$ cat src/rtl/ptmr_pkg.sv
package ptmr_pkg;

    localparam int unsigned COPIES = 3;

    function automatic logic maj3(input logic x, input logic y, input logic z);
        return (x & y) | (y & z) | (x & z);
    endfunction

endpackage

$ cat src/rtl/ptmr_rca_chain.sv
module ptmr_rca_chain #(
    parameter int unsigned N = 4
) (
    input  logic [N-1:0] op_a,
    input  logic [N-1:0] op_b,
    input  logic         c_in,
    input  logic [N-1:0] inv_sum,
    input  logic [N-1:0] inv_cry,
    output logic [N-1:0] sum_o,
    output logic         c_out
);
    import ptmr_pkg::*;

    logic [N:0] cry;

    assign cry[0] = c_in;

    for (genvar i = 0; i < N; i++) begin : g_fa
        assign sum_o[i]   = op_a[i] ^ op_b[i] ^ cry[i] ^ inv_sum[i];
        assign cry[i+1]   = maj3(op_a[i], op_b[i], cry[i]) ^ inv_cry[i];
    end

    assign c_out = cry[N];

    // Checks on the chain against plain arithmetic
    logic [N:0] exact_val;
    always_comb begin
        exact_val = {1'b0, op_a} + {1'b0, op_b} + {{N{1'b0}}, c_in};
        if (inv_sum == '0 && inv_cry == '0) begin
            a_r1_chain_exact: assert ({c_out, sum_o} == exact_val)
                else $error("chain result differs from arithmetic sum");
        end
        if (inv_cry == '0 && $countones(inv_sum) == 1) begin
            a_r6_single_sum_flip: assert ({1'b0, sum_o ^ exact_val[N-1:0]} == {1'b0, inv_sum})
                else $error("single sum flip did not hit exactly its bit");
        end
    end

endmodule

$ cat src/rtl/ptmr_maj_voter.sv
module ptmr_maj_voter #(
    parameter int unsigned N = 5
) (
    input  logic [N-1:0] in_0,
    input  logic [N-1:0] in_1,
    input  logic [N-1:0] in_2,
    output logic [N-1:0] voted
);
    import ptmr_pkg::*;

    for (genvar i = 0; i < N; i++) begin : g_bit
        assign voted[i] = maj3(in_0[i], in_1[i], in_2[i]);
    end

    always_comb begin
        if (in_0 == in_1) begin
            a_r3_pair01_wins: assert (voted == in_0)
                else $error("voter ignored agreeing copies 0 and 1");
        end
        if (in_1 == in_2) begin
            a_r3_pair12_wins: assert (voted == in_1)
                else $error("voter ignored agreeing copies 1 and 2");
        end
        if (in_0 == in_2) begin
            a_r3_pair02_wins: assert (voted == in_2)
                else $error("voter ignored agreeing copies 0 and 2");
        end
    end

endmodule

$ cat src/rtl/ptmr_adder.sv
module ptmr_adder #(
    parameter int unsigned W = 16,
    parameter int unsigned P = 4
) (
    input  logic [W-1:0]                          op_a,
    input  logic [W-1:0]                          op_b,
    input  logic                                  carry_in,
    input  logic [((W > P) ? (W - P) : 1)-1:0]    flip_lo_sum,
    input  logic [((W > P) ? (W - P) : 1)-1:0]    flip_lo_cry,
    input  logic [3*P-1:0]                        flip_hi_sum,
    input  logic [3*P-1:0]                        flip_hi_cry,
    output logic [W-1:0]                          sum,
    output logic                                  carry_out
);
    import ptmr_pkg::*;

    localparam int unsigned LO_W = (W > P) ? (W - P) : 0;

    // parameter legality
    if (P < 1 || P > W) begin : g_bad_param
        $error("ptmr_adder: P must lie in 1..W");
    end

    logic         lo_cout;
    logic [P-1:0] cp_sum [COPIES];
    logic         cp_co  [COPIES];
    logic [P:0]   hi_voted;

    if (LO_W > 0) begin : g_lo
        logic [LO_W-1:0] lo_sum;
        ptmr_rca_chain #(.N(LO_W)) i_lo_chain (
            .op_a   (op_a[LO_W-1:0]),
            .op_b   (op_b[LO_W-1:0]),
            .c_in   (carry_in),
            .inv_sum(flip_lo_sum),
            .inv_cry(flip_lo_cry),
            .sum_o  (lo_sum),
            .c_out  (lo_cout)
        );
        assign sum = {hi_voted[P-1:0], lo_sum};
    end else begin : g_no_lo
        assign lo_cout = carry_in;
        assign sum     = hi_voted[P-1:0];
    end

    for (genvar k = 0; k < COPIES; k++) begin : g_copy
        ptmr_rca_chain #(.N(P)) i_hi_chain (
            .op_a   (op_a[W-1:LO_W]),
            .op_b   (op_b[W-1:LO_W]),
            .c_in   (lo_cout),
            .inv_sum(flip_hi_sum[k*P +: P]),
            .inv_cry(flip_hi_cry[k*P +: P]),
            .sum_o  (cp_sum[k]),
            .c_out  (cp_co[k])
        );
    end

    ptmr_maj_voter #(.N(P + 1)) i_voter (
        .in_0 ({cp_co[0], cp_sum[0]}),
        .in_1 ({cp_co[1], cp_sum[1]}),
        .in_2 ({cp_co[2], cp_sum[2]}),
        .voted(hi_voted)
    );

    assign carry_out = hi_voted[P];

    // Block-level checks
    logic [W:0] true_sum;
    int         dirty_copies;
    always_comb begin
        true_sum     = {1'b0, op_a} + {1'b0, op_b} + {{W{1'b0}}, carry_in};
        dirty_copies = 0;
        for (int k = 0; k < COPIES; k++) begin
            if (flip_hi_sum[k*P +: P] != '0 || flip_hi_cry[k*P +: P] != '0)
                dirty_copies++;
        end
        if (flip_lo_sum == '0 && flip_lo_cry == '0 && dirty_copies == 0) begin
            a_r1_clean_sum: assert (sum == true_sum[W-1:0])
                else $error("fault-free sum wrong");
            a_r2_clean_carry: assert (carry_out == true_sum[W])
                else $error("fault-free carry-out wrong");
        end
        if (flip_lo_sum == '0 && flip_lo_cry == '0 && dirty_copies == 1) begin
            a_r3_single_copy_masked: assert ({carry_out, sum} == true_sum)
                else $error("single upper copy fault leaked to output");
        end
    end

endmodule

$ cat config.mk
export PLATFORM = sky130hd
export DESIGN_NAME = ptmr_adder
export DESIGN_NICKNAME = d
export VERILOG_FILES = /design/src/rtl/ptmr_pkg.sv /design/src/rtl/ptmr_rca_chain.sv /design/src/rtl/ptmr_maj_voter.sv /design/src/rtl/ptmr_adder.sv
export SDC_FILE = /design/constraint.sdc
export NUM_CORES = 1
export LEC_CHECK = 0
export BUFFER_PORTS_ARGS = -buffer_cell sky130_fd_sc_hd__buf_2
export CORE_UTILIZATION = 37
export DETAILED_ROUTE_END_ITERATION = 8
export PLACE_DENSITY = 0.89
export RECOVER_POWER = 50
export SLEW_MARGIN = 20
export SYNTH_ARGS = -nofsm -noshare
export SYNTH_HDL_FRONTEND = slang
export SYNTH_SLANG_ARGS = --single-unit
$ cat constraint.sdc
create_clock -name vclk -period 14.16
set_clock_uncertainty 0.05 [all_clocks]
set_input_delay 0.708 -clock vclk [all_inputs]
set_output_delay 0.708 -clock vclk [all_outputs]
set_load 0.02 [all_outputs]
==> results of run 1 <==
==> critical path, delay by kind of cell <==
| family | cells | cell delay (ns) |
|---|---|---|
| buffers and inverters | 3 | 0.29 |
| adder cells (fa/ha/maj) | 17 | 6.54 |
| XOR/XNOR | 16 | 2.71 |
==> logic make-up after synthesis <==
group	Yosys count	share of synthesized area
XOR/XNOR	46	0.4282
adder cells (fa/ha/maj)	27	0.5279
buffers and inverters	11	0.04388
==> where the power goes <==
part / switching [mW] / internal, mW
logic: 0.0633 / 0.0527
clock network: 0 / 0
registers: 0 / 0
==> worst max-delay path by stage <==
| stage | start | endpoint | cells past startpoint | slack, ns |
|---|---|---|---|---|
| after global routing | op_a[0] | sum[15] | 36 | 2.69 |
| after global placement | op_a[0] | sum[15] | 36 | 3.25 |
| after floorplan | op_a[0] | sum[15] | 34 | 3.61 |
| final | op_a[0] | sum[15] | 36 | 3.12 |
| after CTS | op_a[0] | sum[15] | 36 | 3.06 |
| after detailed placement | op_a[0] | sum[15] | 36 | 3.10 |
==> final cells by class <==
cell class,instances,area [µm²],area share
multi-input cells,73,899.6,0.6177
repair buffers,98,480.5,0.3299
inverters,11,41.29,0.02835
well taps,28,35.03,0.02405
==> metrics by stage <==
| stage | hold WS, ns | area (µm²) | util | total power, mW |
|---|---|---|---|---|
| 2_1_floorplan | 1.490 | 940.9 | - | 0.08079 |
| 3_3_place_gp | 1.644 | 1466 | 0.6383 | 0.1164 |
| 3_5_place_dp | 1.646 | 1466 | 0.6383 | 0.1199 |
| 4_1_cts | 1.647 | 1466 | 0.6383 | 0.1200 |
| 5_1_grt | 1.669 | 1456 | 0.6340 | 0.1283 |
| 6_report | 1.645 | 1456 | 0.6340 | 0.1160 |
==> Yosys cell counts, drive strengths merged <==
library cell  instances  area, µm²
xor2                 30      262.8
maj3                  5      56.30
fa                   22      440.4
inv                  11      41.29
xnor2                16      140.1
==> cell usage in the layout, fill, tap and decap left out <==
| master | netlist | routed |
|---|---|---|
| fa_1 | 22 | 22 |
| xnor2_1 | 16 | 16 |
| inv_1 | 11 | 11 |
| buf_2 | 0 | 90 |
| maj3_2 | 5 | 5 |
| clkbuf_1 | 0 | 8 |
| xor2_1 | 30 | 30 |
==> layer usage <==
metal	wire length, µm	share of wire	GRT usage
met5	0	0	0
met4	23	0.0097	0.01754
met3	327	0.14	0.03478
met2	1264	0.53	0.3734
met1	765	0.32	0.1975
==> out/summary.md, run 1 <==
Filler cell count: 199. Derived from the worst setup path, the maximum achievable clock frequency is 90.61 MHz. STA classifies the critical path endpoint as an output port. The detailed router placed 888 vias in this run. Dividing the detail-routed via count by the number of cells gives 4.229. The tools report the global-route total usage across every layer as 0.1840. Post-placement cell count: 210.

Yosys mapped the design onto 5 distinct sky130hd cell types. The yosys synthesis warning count is 0, and the global placer's final weighted congestion is 0.7187. The placeable core region came out at 2297 µm². The ratio of final minimum period to clock period was 0.7794.

The proportion of layout cells with a drive suffix above 1 was 0.5220. The flow ran to the end, and the final reports show no timing, DRC or antenna violations. Compared with the post-synthesis result, the final layout area differs by 54.79%. The run gives 0 as the overflow left after global routing.

STA classifies the critical path startpoint as an input pin. The post-cts repair resize count came out at 0. The biggest cell delay along the critical path was 0.45 ns; the max-capacitance violation count was 0.

The die covers 2748 µm². The floorplan has 17 rows. The logs give 0 for the count of hold buffers inserted by post-cts repair and 0 for the residual antenna-violating net count after detailed routing.

The analysis attributes to cell leakage a power of 0.7600 nW. After the flow finishes, the layout carries non-filler instances totaling 210. During placement, the flow inserted port buffers numbering 98.

The number of buffers added for setup after CTS came out at 0. The path type of the worst min-delay path was in -> out. After detailed routing, the number of remaining DRC violations is 0. The final sequential cell count was 0. The worst hold path begins at flip_lo_sum[11].

Setup slack on the critical path of the routed design comes to 3.124 ns. The slew of the pin with the lowest slew margin came out at 0.2714 ns. For the initial antenna violation count, the log shows 0.

Measured along the x axis, the die boundary spans 52.43 µm. Dividing the detail-routed wire length by the instance count gives 11.33 µm. Entering global routing, the biggest net connects 4 pins.

The tools report the initial detailed-routing violation count as 1. The aggregate negative setup slack came out at 0 ns. The areal power density over the cells came out at 79.62 nW/µm². The slowest stage of the critical path is the fa_1 cell. The worst slack at placement is 3.099 ns. The mean area per synthesized cell came out at 11.20 µm². Setup repair after global routing left no endpoint under its margin.

The worst hold path terminates at sum[11]. The tools report the worst-case headroom to the max-slew limit as 0.8199. The mapped netlist covers 940.9 µm². 98 I/O pins were placed. Registers take 0 µm².

The tools report the sequential-to-total area share from yosys stat as 0. The tools report the setup-violating endpoint count in the final report as 0. For the final HPWL from detailed placement, the log shows 2.304 mm.

The count of antenna diodes in the layout is 0, and the vertical die dimension is 52.43 µm. The critical path is of the in -> out type. Arrival time at the worst endpoint: 10.28 ns. Initial cell density of the core: 0.4096. Highest ir drop seen on vdd: 0.07526 mV.

Synthesized netlist net count: 187. The number of global-route vias before repair is 938, and the wire length reported by the detailed router is 2.380 mm. The number of nets in the finished design was 287; the number of stages on the worst hold path was 3. The worst path needs 11.04 ns of the cycle, external delays included. The tools report the required time reported for the critical path endpoint as 13.40 ns. The most repeated library cell on the critical path is fa_1.

Clock buffers in the final layout number 0. The number of endpoints with negative hold slack in the final report came out at 0. The total count of max-transition violations in the final report came out at 0. The tools report the total iterations of the first detailed-routing run as 4. The first global-routing pass estimated 3.815 mm of wire.

The gate count of the mapped netlist was 84; the top fanout value on the critical path was 3.
Power figures use the tool's default switching activity.
==> run 2, diff against run 1 <==
==> constraint.sdc (replaced) <==
create_clock -name vclk -period 10.45
set_clock_uncertainty 0.05 [all_clocks]
set_input_delay 0.5225 -clock vclk [all_inputs]
set_output_delay 0.5225 -clock vclk [all_outputs]
set_load 0.02 [all_outputs]
==> run 2 against run 1 <==
Against the previous run:
- clock-buffer cell count did not move
- total power is 46% higher
- critical path depth stayed put
- final cell count stayed put
==> out/summary.md, run 2 (synthesis gave the netlist of run 1 again) <==
The global-route wire length before repair is 4.429 mm (was 3.815 mm), and the proportion of layout cells with a drive suffix above 1 is 0.6319 (was 0.5220). Ratio of final minimum period to clock period: 0.9757. The tools report the I/O pin count as 98 (unchanged).

The top fanout value on the critical path is 3 (unchanged), and the placeable core region is 2297 µm² (unchanged). The start-to-end type of the worst setup path was in -> out (unchanged). The highest ir drop seen on vdd is 0.08549 mV (was 0.07526 mV), and the total iterations of the first detailed-routing run is 1 (was 4). The number of endpoints with negative hold slack in the final report is 0 (unchanged). The number of global-route vias before repair was 1048 (was 938); the relative contribution of combinational cells to total power was 1.000 (about the same). The top achievable clock speed is 98.08 MHz. For the pin count of the biggest net entering global routing, the log shows 4 (unchanged). Total power: 0.1689 mW (was 0.1160 mW).

The initial antenna violation count is 0 (unchanged), and the final HPWL from detailed placement is 2.623 mm (was 2.304 mm). The path type of the worst min-delay path is in -> out (unchanged). The tools report the count of hold buffers inserted by post-cts repair as 0 (unchanged).

Area used by sequential logic in the layout: 0 µm² (unchanged). The wire length per cell works out to 13.36 µm (was 11.33 µm). The category of the worst setup path launch point is an input pin (unchanged).

The arrival time at the worst endpoint was 9.62 ns (was 10.28 ns); the global placer's final weighted congestion was 0.7342 (was 0.7187). The endpoint with the worst hold slack was sum[11] (unchanged). For the net switching component of the power, the log shows 0.09145 mW (was 0.06331 mW).

Critical hold path startpoint: flip_lo_sum[11] (unchanged). Number of stages on the worst hold path: 3 (unchanged). The wire length reported by the detailed router was 2.805 mm (was 2.380 mm).

Part of the power in the clock network: 0 (about the same). The chip width works out to 52.43 µm (unchanged). The total count of max-transition violations in the final report was 0 (unchanged); the via count normalized by instance count was 4.462 (was 4.229). The logs give 937 (was 888) for the count of vias placed by the detailed router and 2748 µm² (unchanged) for the overall die area. The tools report the residual antenna-violating net count after detailed routing as 0 (unchanged).

Total of buffers placed on input and output ports: 98 (unchanged). Endpoint kind of the worst setup timing path: an output port (unchanged). The DRC violations left was 0 (unchanged). The initial cell density of the core is 0.4096 (unchanged).

The launch point of the critical path was op_a[0] (unchanged). The overflow left after global routing was 0 (unchanged). The run gives 0.8117 (was 0.8199) as the worst-case headroom to the max-slew limit. The tools report the post-route cell area as 1534 µm² (was 1456 µm²).

The switching share of power works out to 0.5413 (was 0.5459). The placement-stage cell area is 1466 µm² (unchanged). Most frequent cells in the layout: 89 x buf_2, 27 x xor2_1, 15 x fa_2 (was 90 x buf_2, 30 x xor2_1, 22 x fa_1). The biggest cell delay along the critical path was 0.45 ns (about the same). The max-capacitance violation count is 0 (unchanged). The global-route total usage across every layer is 0.2200 (was 0.1840). The vertical die dimension came out at 52.43 µm (unchanged). The clock buffer count in the final layout was 0 (unchanged). The final sequential cell count is 0 (unchanged), and the standard-cell row count is 17 (unchanged). The critical path's slowest cell is fa_1 (unchanged).

After layout, the minimum clock period comes to 10.20 ns. The required time reported for the critical path endpoint is 9.88 ns (was 13.40 ns), and the part of the total power dissipated in sequential elements is 0 (about the same). The signed area change from the synthesized netlist to the final layout is 63.03% (was 54.79%), and the setup-violating endpoint count in the final report is 0 (unchanged). Most common cell after layout, fill and taps aside: buf_2 (unchanged). The number of nets in the finished design is 287 (unchanged).

The run finished with clean final reports. Areal power density over the cells: 110.1 nW/µm² (was 79.62 nW/µm²). The leakage component of the power was 0.7637 nW (was 0.7600 nW). The most repeated library cell on the critical path is fa_2 (was fa_1).

The tools report the count of antenna diodes in the layout as 0 (unchanged). The initial detailed-routing violation count was 0 (was 1); the slew of the pin with the lowest slew margin was 0.2837 ns (was 0.2714 ns). Setup repair after global routing could not meet its margin everywhere. The internal power was 0.07749 mW (was 0.05265 mW).
[run 2: cell count changes in the layout (fill, tap and decap cells not counted)]
cell and change:
xnor2_2 +2, buf_4 +1, xor2_1 -3, xor2_2 +3
fa_1 -15, fa_2 +15, buf_2 -1, xnor2_1 -2
[run 2: per-layer routing]
layer / wire (µm) / GRT usage
met2: 1669 / 0.4916
met3: 339 / 0.05507
met4: 55 / 0.05702
met1: 740 / 0.1739
met5: 0 / 0
[run 2: worst max path at each step]
stage,to,slack [ns],depth (start not counted)
finish,sum[15],0.25,36
global route,sum[15],-0.04,36
CTS,sum[15],0.04,36
detailed placement,sum[15],-0.35,36
global placement,sum[15],-0.10,36
floorplan,sum[15],0.27,34
[run 2: final cells by class]
| class | count | area, µm² |
|---|---|---|
| multi-input combinational | 73 | 974.7 |
| fill | 197 | 763.2 |
| timing repair buffer | 98 | 483.0 |
| inverter | 11 | 41.29 |
| tap | 28 | 35.03 |
[run 2: power by group through the flow]
stage               Combinational [mW]  Clock (mW)  Sequential (mW)
floorplan                        0.109           0                0
CTS                              0.169           0                0
global placement                 0.158           0                0
detailed placement               0.164           0                0
global route                     0.185           0                0
finish                           0.169           0                0
[run 2: per-stage QoR]
stage	hold WS, ns	setup TNS, ns	utilization	worst slack [ns]	cells
2_1_floorplan	1.119	0	-	0.2700	84
3_3_place_gp	1.272	-0.1084	0.6383	-0.1012	210
3_5_place_dp	1.277	-0.5806	0.6383	-0.3512	210
4_1_cts	1.280	0	0.6569	0.04107	210
5_1_grt	1.296	-0.04402	0.6678	-0.04402	210
6_report	1.279	0	0.6678	0.2540	210
[run 2: timing repair]
item	CTS	global route
setup endpoints to repair	2	2
setup buffers	0	0
gates resized for setup	13	8
gates cloned	0	0
pin swaps	5	6
[run 2: critical path, delay by kind of cell]
family / cells / cell delay, ns
buf+inv: 3 / 0.28
xor+xnor: 16 / 2.75
fa+ha+maj: 17 / 6.06
==> run 3, diff against run 2 <==
--- a/config.mk
+++ b/config.mk
@@ -5,10 +5,11 @@
 export SDC_FILE = /design/constraint.sdc
 export NUM_CORES = 1
 export LEC_CHECK = 0
+export ABC_AREA = 1
 export BUFFER_PORTS_ARGS = -buffer_cell sky130_fd_sc_hd__buf_2
-export CORE_UTILIZATION = 37
+export CORE_UTILIZATION = 40
 export DETAILED_ROUTE_END_ITERATION = 8
-export PLACE_DENSITY = 0.89
+export PLACE_DENSITY = 0.9
 export RECOVER_POWER = 50
 export SLEW_MARGIN = 20
 export SYNTH_ARGS = -nofsm -noshare
==> run 3 against run 2 <==
Against the previous run:
- hold slack lost 0.0047 ns
- sequential share of layout area is the same
- global-route usage shrank 4.1 points
- highest routed layer unchanged
==> out/summary.md, run 3 <==
The endpoint kind of the worst setup timing path was an output port (unchanged). For the residual antenna-violating net count after detailed routing, the log shows 0 (unchanged). The flow ran to the end, and the final reports show no timing, DRC or antenna violations. The logs give 0.09576 mW (was 0.09145 mW) for the net switching component of the power and 8 (was 5) for the distinct cell type count after synthesis. The initial antenna violation count was 0 (unchanged). The areal power density over the cells was 99.36 nW/µm² (was 110.1 nW/µm²). The share of the core filled with cells was 0.6667 (was 0.6678); the standard-cell row count was 18 (was 17).

The worst slack at placement was -0.1011 ns (was -0.3512 ns). Filler cell count: 242 (was 197). The via count normalized by instance count was 4.306 (was 4.462); the sequential-to-total area share from yosys stat was 0 (unchanged). The arrival time at the worst endpoint was 9.53 ns (was 9.62 ns); the number of endpoints with negative hold slack in the final report was 0 (unchanged). The mean area per synthesized cell was 7.307 µm² (was 11.20 µm²); the clock buffer count in the final layout was 0 (unchanged). Most common cell after layout, fill and taps aside: buf_2 (unchanged). The category of the worst setup path launch point was an input pin (unchanged).

The global placer's final weighted congestion came out at 0.7039 (was 0.7342). The tools report the sum of met3 wire segment lengths after detailed routing as 225 µm (was 339 µm). The placeable core region is 2522 µm² (was 2297 µm²). For the final worst slack, the log shows 0.3451 ns (was 0.2540 ns).

The dominant cell type by area after synthesis is fa_1 (unchanged). The ratio of final minimum period to clock period was 0.9670 (was 0.9757). The initial detailed-routing violation count is 8 (was 0), and the total of buffers placed on input and output ports is 98 (unchanged). The worst hold slack after final layout is 1.274 ns (was 1.279 ns), and the I/O pin count is 98 (unchanged). The yosys synthesis warning count came out at 0 (unchanged). The count of placed standard cells in the final layout, fillers left out is 278 (was 210), and the count of hold buffers inserted by post-cts repair is 0 (unchanged). The post-route minimum period was 10.10 ns (was 10.20 ns); the count of antenna diodes in the layout was 0 (unchanged). The leading cell type by number of instances after synthesis was nand2_1 (was xor2_1).

Critical path's slowest cell: fa_1 (unchanged). Wire length reported by the detailed router: 2.601 mm (was 2.805 mm). The logs give 98.96 MHz (was 98.08 MHz) for the top achievable clock speed and 150 (was 84) for the gate count of the mapped netlist.

The slew of the pin with the lowest slew margin is 0.2700 ns (was 0.2837 ns), and the overflow left after global routing is 0 (unchanged). The start-to-end type of the worst setup path was in -> out (unchanged). The post-placement cell count is 278 (was 210). The vertical die dimension was 54.35 µm (was 52.43 µm); the worst-case headroom to the max-slew limit was 0.8207 (was 0.8117). The area used by sequential logic in the layout is 0 µm² (unchanged). The path type of the worst min-delay path is in -> out (unchanged). The chip width was 54.35 µm (was 52.43 µm); the area of the mapped netlist was 1096 µm² (was 940.9 µm²). The run gives 0.09155 mV (was 0.08549 mV) as the highest ir drop seen on vdd.

The uppermost layer routed is met4 (unchanged). The run gives 0.4345 (was 0.4096) as the initial cell density of the core. Top cell types by occurrence after synthesis: 52 x nand2_1, 37 x inv_1, 28 x xor2_1 (was 30 x xor2_1, 22 x fa_1, 16 x xnor2_1). Cells taking the most area after synthesis: fa_1 40%, xor2_1 22%, nand2_1 18%, inv_1 13%, xnor2_1 4.0% (was fa_1 47%, xor2_1 28%, xnor2_1 15%, maj3_2 6.0%, inv_1 4.4%). Top cell type's share of synthesized area: 0.4018 (was 0.4681). For the part of the total power dissipated in sequential elements, the log shows 0 (about the same). The top fanout value on the critical path was 3 (unchanged).

The synthesized netlist net count came out at 253 (was 187). The required time reported for the critical path endpoint is 9.88 ns (about the same). The global-route total usage across every layer is 0.1786 (was 0.2200), and the switching share of power is 0.5731 (was 0.5413). The wire length per cell was 9.356 µm (was 13.36 µm).

The length of routed met2 wiring came out at 1.512 mm (was 1.669 mm). The count of vias placed by the detailed router was 1197 (was 937). The total count of max-transition violations in the final report was 0 (unchanged); the number of global-route vias before repair was 1063 (was 1048). The most repeated library cell on the critical path was xor2_1 (was fa_2). The relative contribution of combinational cells to total power was 1.000 (about the same).

The proportion of layout cells with a drive suffix above 1 works out to 0.4355 (was 0.6319). Final HPWL from detailed placement: 2.443 mm (was 2.623 mm). Pin count of the biggest net entering global routing: 4 (unchanged). Most frequent cells in the layout: 89 x buf_2, 52 x nand2_1, 37 x inv_1 (was 89 x buf_2, 27 x xor2_1, 15 x fa_2). The overall die area came out at 2953 µm² (was 2748 µm²). The post-route met1 wirelength is 836 µm (was 740 µm). The logs give 1.015 nW (was 0.7637 nW) for the leakage component of the power and 0.07134 mW (was 0.07749 mW) for the internal power. The logs give 0 (about the same) for the part of the power in the clock network and 0 (unchanged) for the number of buffers added for setup after CTS. The global-route wire length before repair came out at 3.919 mm (was 4.429 mm). The DRC violations left came out at 0 (unchanged).

The final sequential cell count was 0 (unchanged); the biggest cell delay along the critical path was 0.53 ns (was 0.45 ns). The run gives 0 (unchanged) as the setup-violating endpoint count in the final report. The signed area change from the synthesized netlist to the final layout is 53.42% (was 63.03%), and the max-capacitance violation count is 0 (unchanged). The number of nets in the finished design was 353 (was 287); the total iterations of the first detailed-routing run was 4 (was 1).
[run 3: power groups by stage]
| stage | Combinational (mW) | Clock (mW) | Sequential, mW |
|---|---|---|---|
| 6_report | 0.167 | 0 | 0 |
| 5_1_grt | 0.191 | 0 | 0 |
| 4_1_cts | 0.166 | 0 | 0 |
| 3_5_place_dp | 0.164 | 0 | 0 |
| 3_3_place_gp | 0.159 | 0 | 0 |
| 2_1_floorplan | 0.111 | 0 | 0 |
[run 3: final cells by class]
cell class                 instances  area, µm²  share of cell area
timing repair buffer              98      483.0              0.2872
inverter                          37      138.9             0.08259
multi-input combinational        113       1022              0.6079
tap                               30      37.54             0.02232
[run 3: path summary, 6_finish.rpt]
path                       start  cells after the start  slack [ns]      end
setup / recovery         op_a[0]                     39        0.35  sum[15]
hold / removal    flip_lo_sum[8]                      3        1.27   sum[8]
[run 3: kinds of logic after synthesis]
group / after synthesis / share of synthesized area
adders and majority gates: 22 / 0.4018
AOI/OAI and AO/OA: 2 / 0.01141
and+or+nand+nor: 56 / 0.1964
xor gates and xnor gates: 33 / 0.2637
buffers and inverters: 37 / 0.1267
[run 3: per-stage QoR]
step                      area (µm²)  setup TNS [ns]  power (mW)
after floorplan                 1096               0      0.1107
after global placement          1624               0      0.1585
after detailed placement        1624         -0.1120      0.1636
after CTS                       1639               0      0.1656
after global routing            1682       -0.006009      0.1907
final                           1682               0      0.1671
[run 3: routing by layer]
metal | up-vias | global-route usage
met5 | - | 0
met4 | 0 | 0.008547
met3 | 4 | 0.01389
met2 | 49 | 0.4024
met1 | 527 | 0.1744
li1 | 617 | -
[run 3: what timing repair did]
action                                 in CTS  in global routing
setup endpoints to repair                   2                  2
endpoints found under the hold margin       0                  0
gates cloned                                0                  0
resized for setup                           4                 15
pin swaps                                   2                  6
[run 3: critical path: cells and delay by family]
family,cells,cell delay [ns]
AND/OR/NAND/NOR,4,0.23
adder cells (fa/ha/maj),16,5.90
XOR/XNOR,15,2.55
buffers and inverters,4,0.31
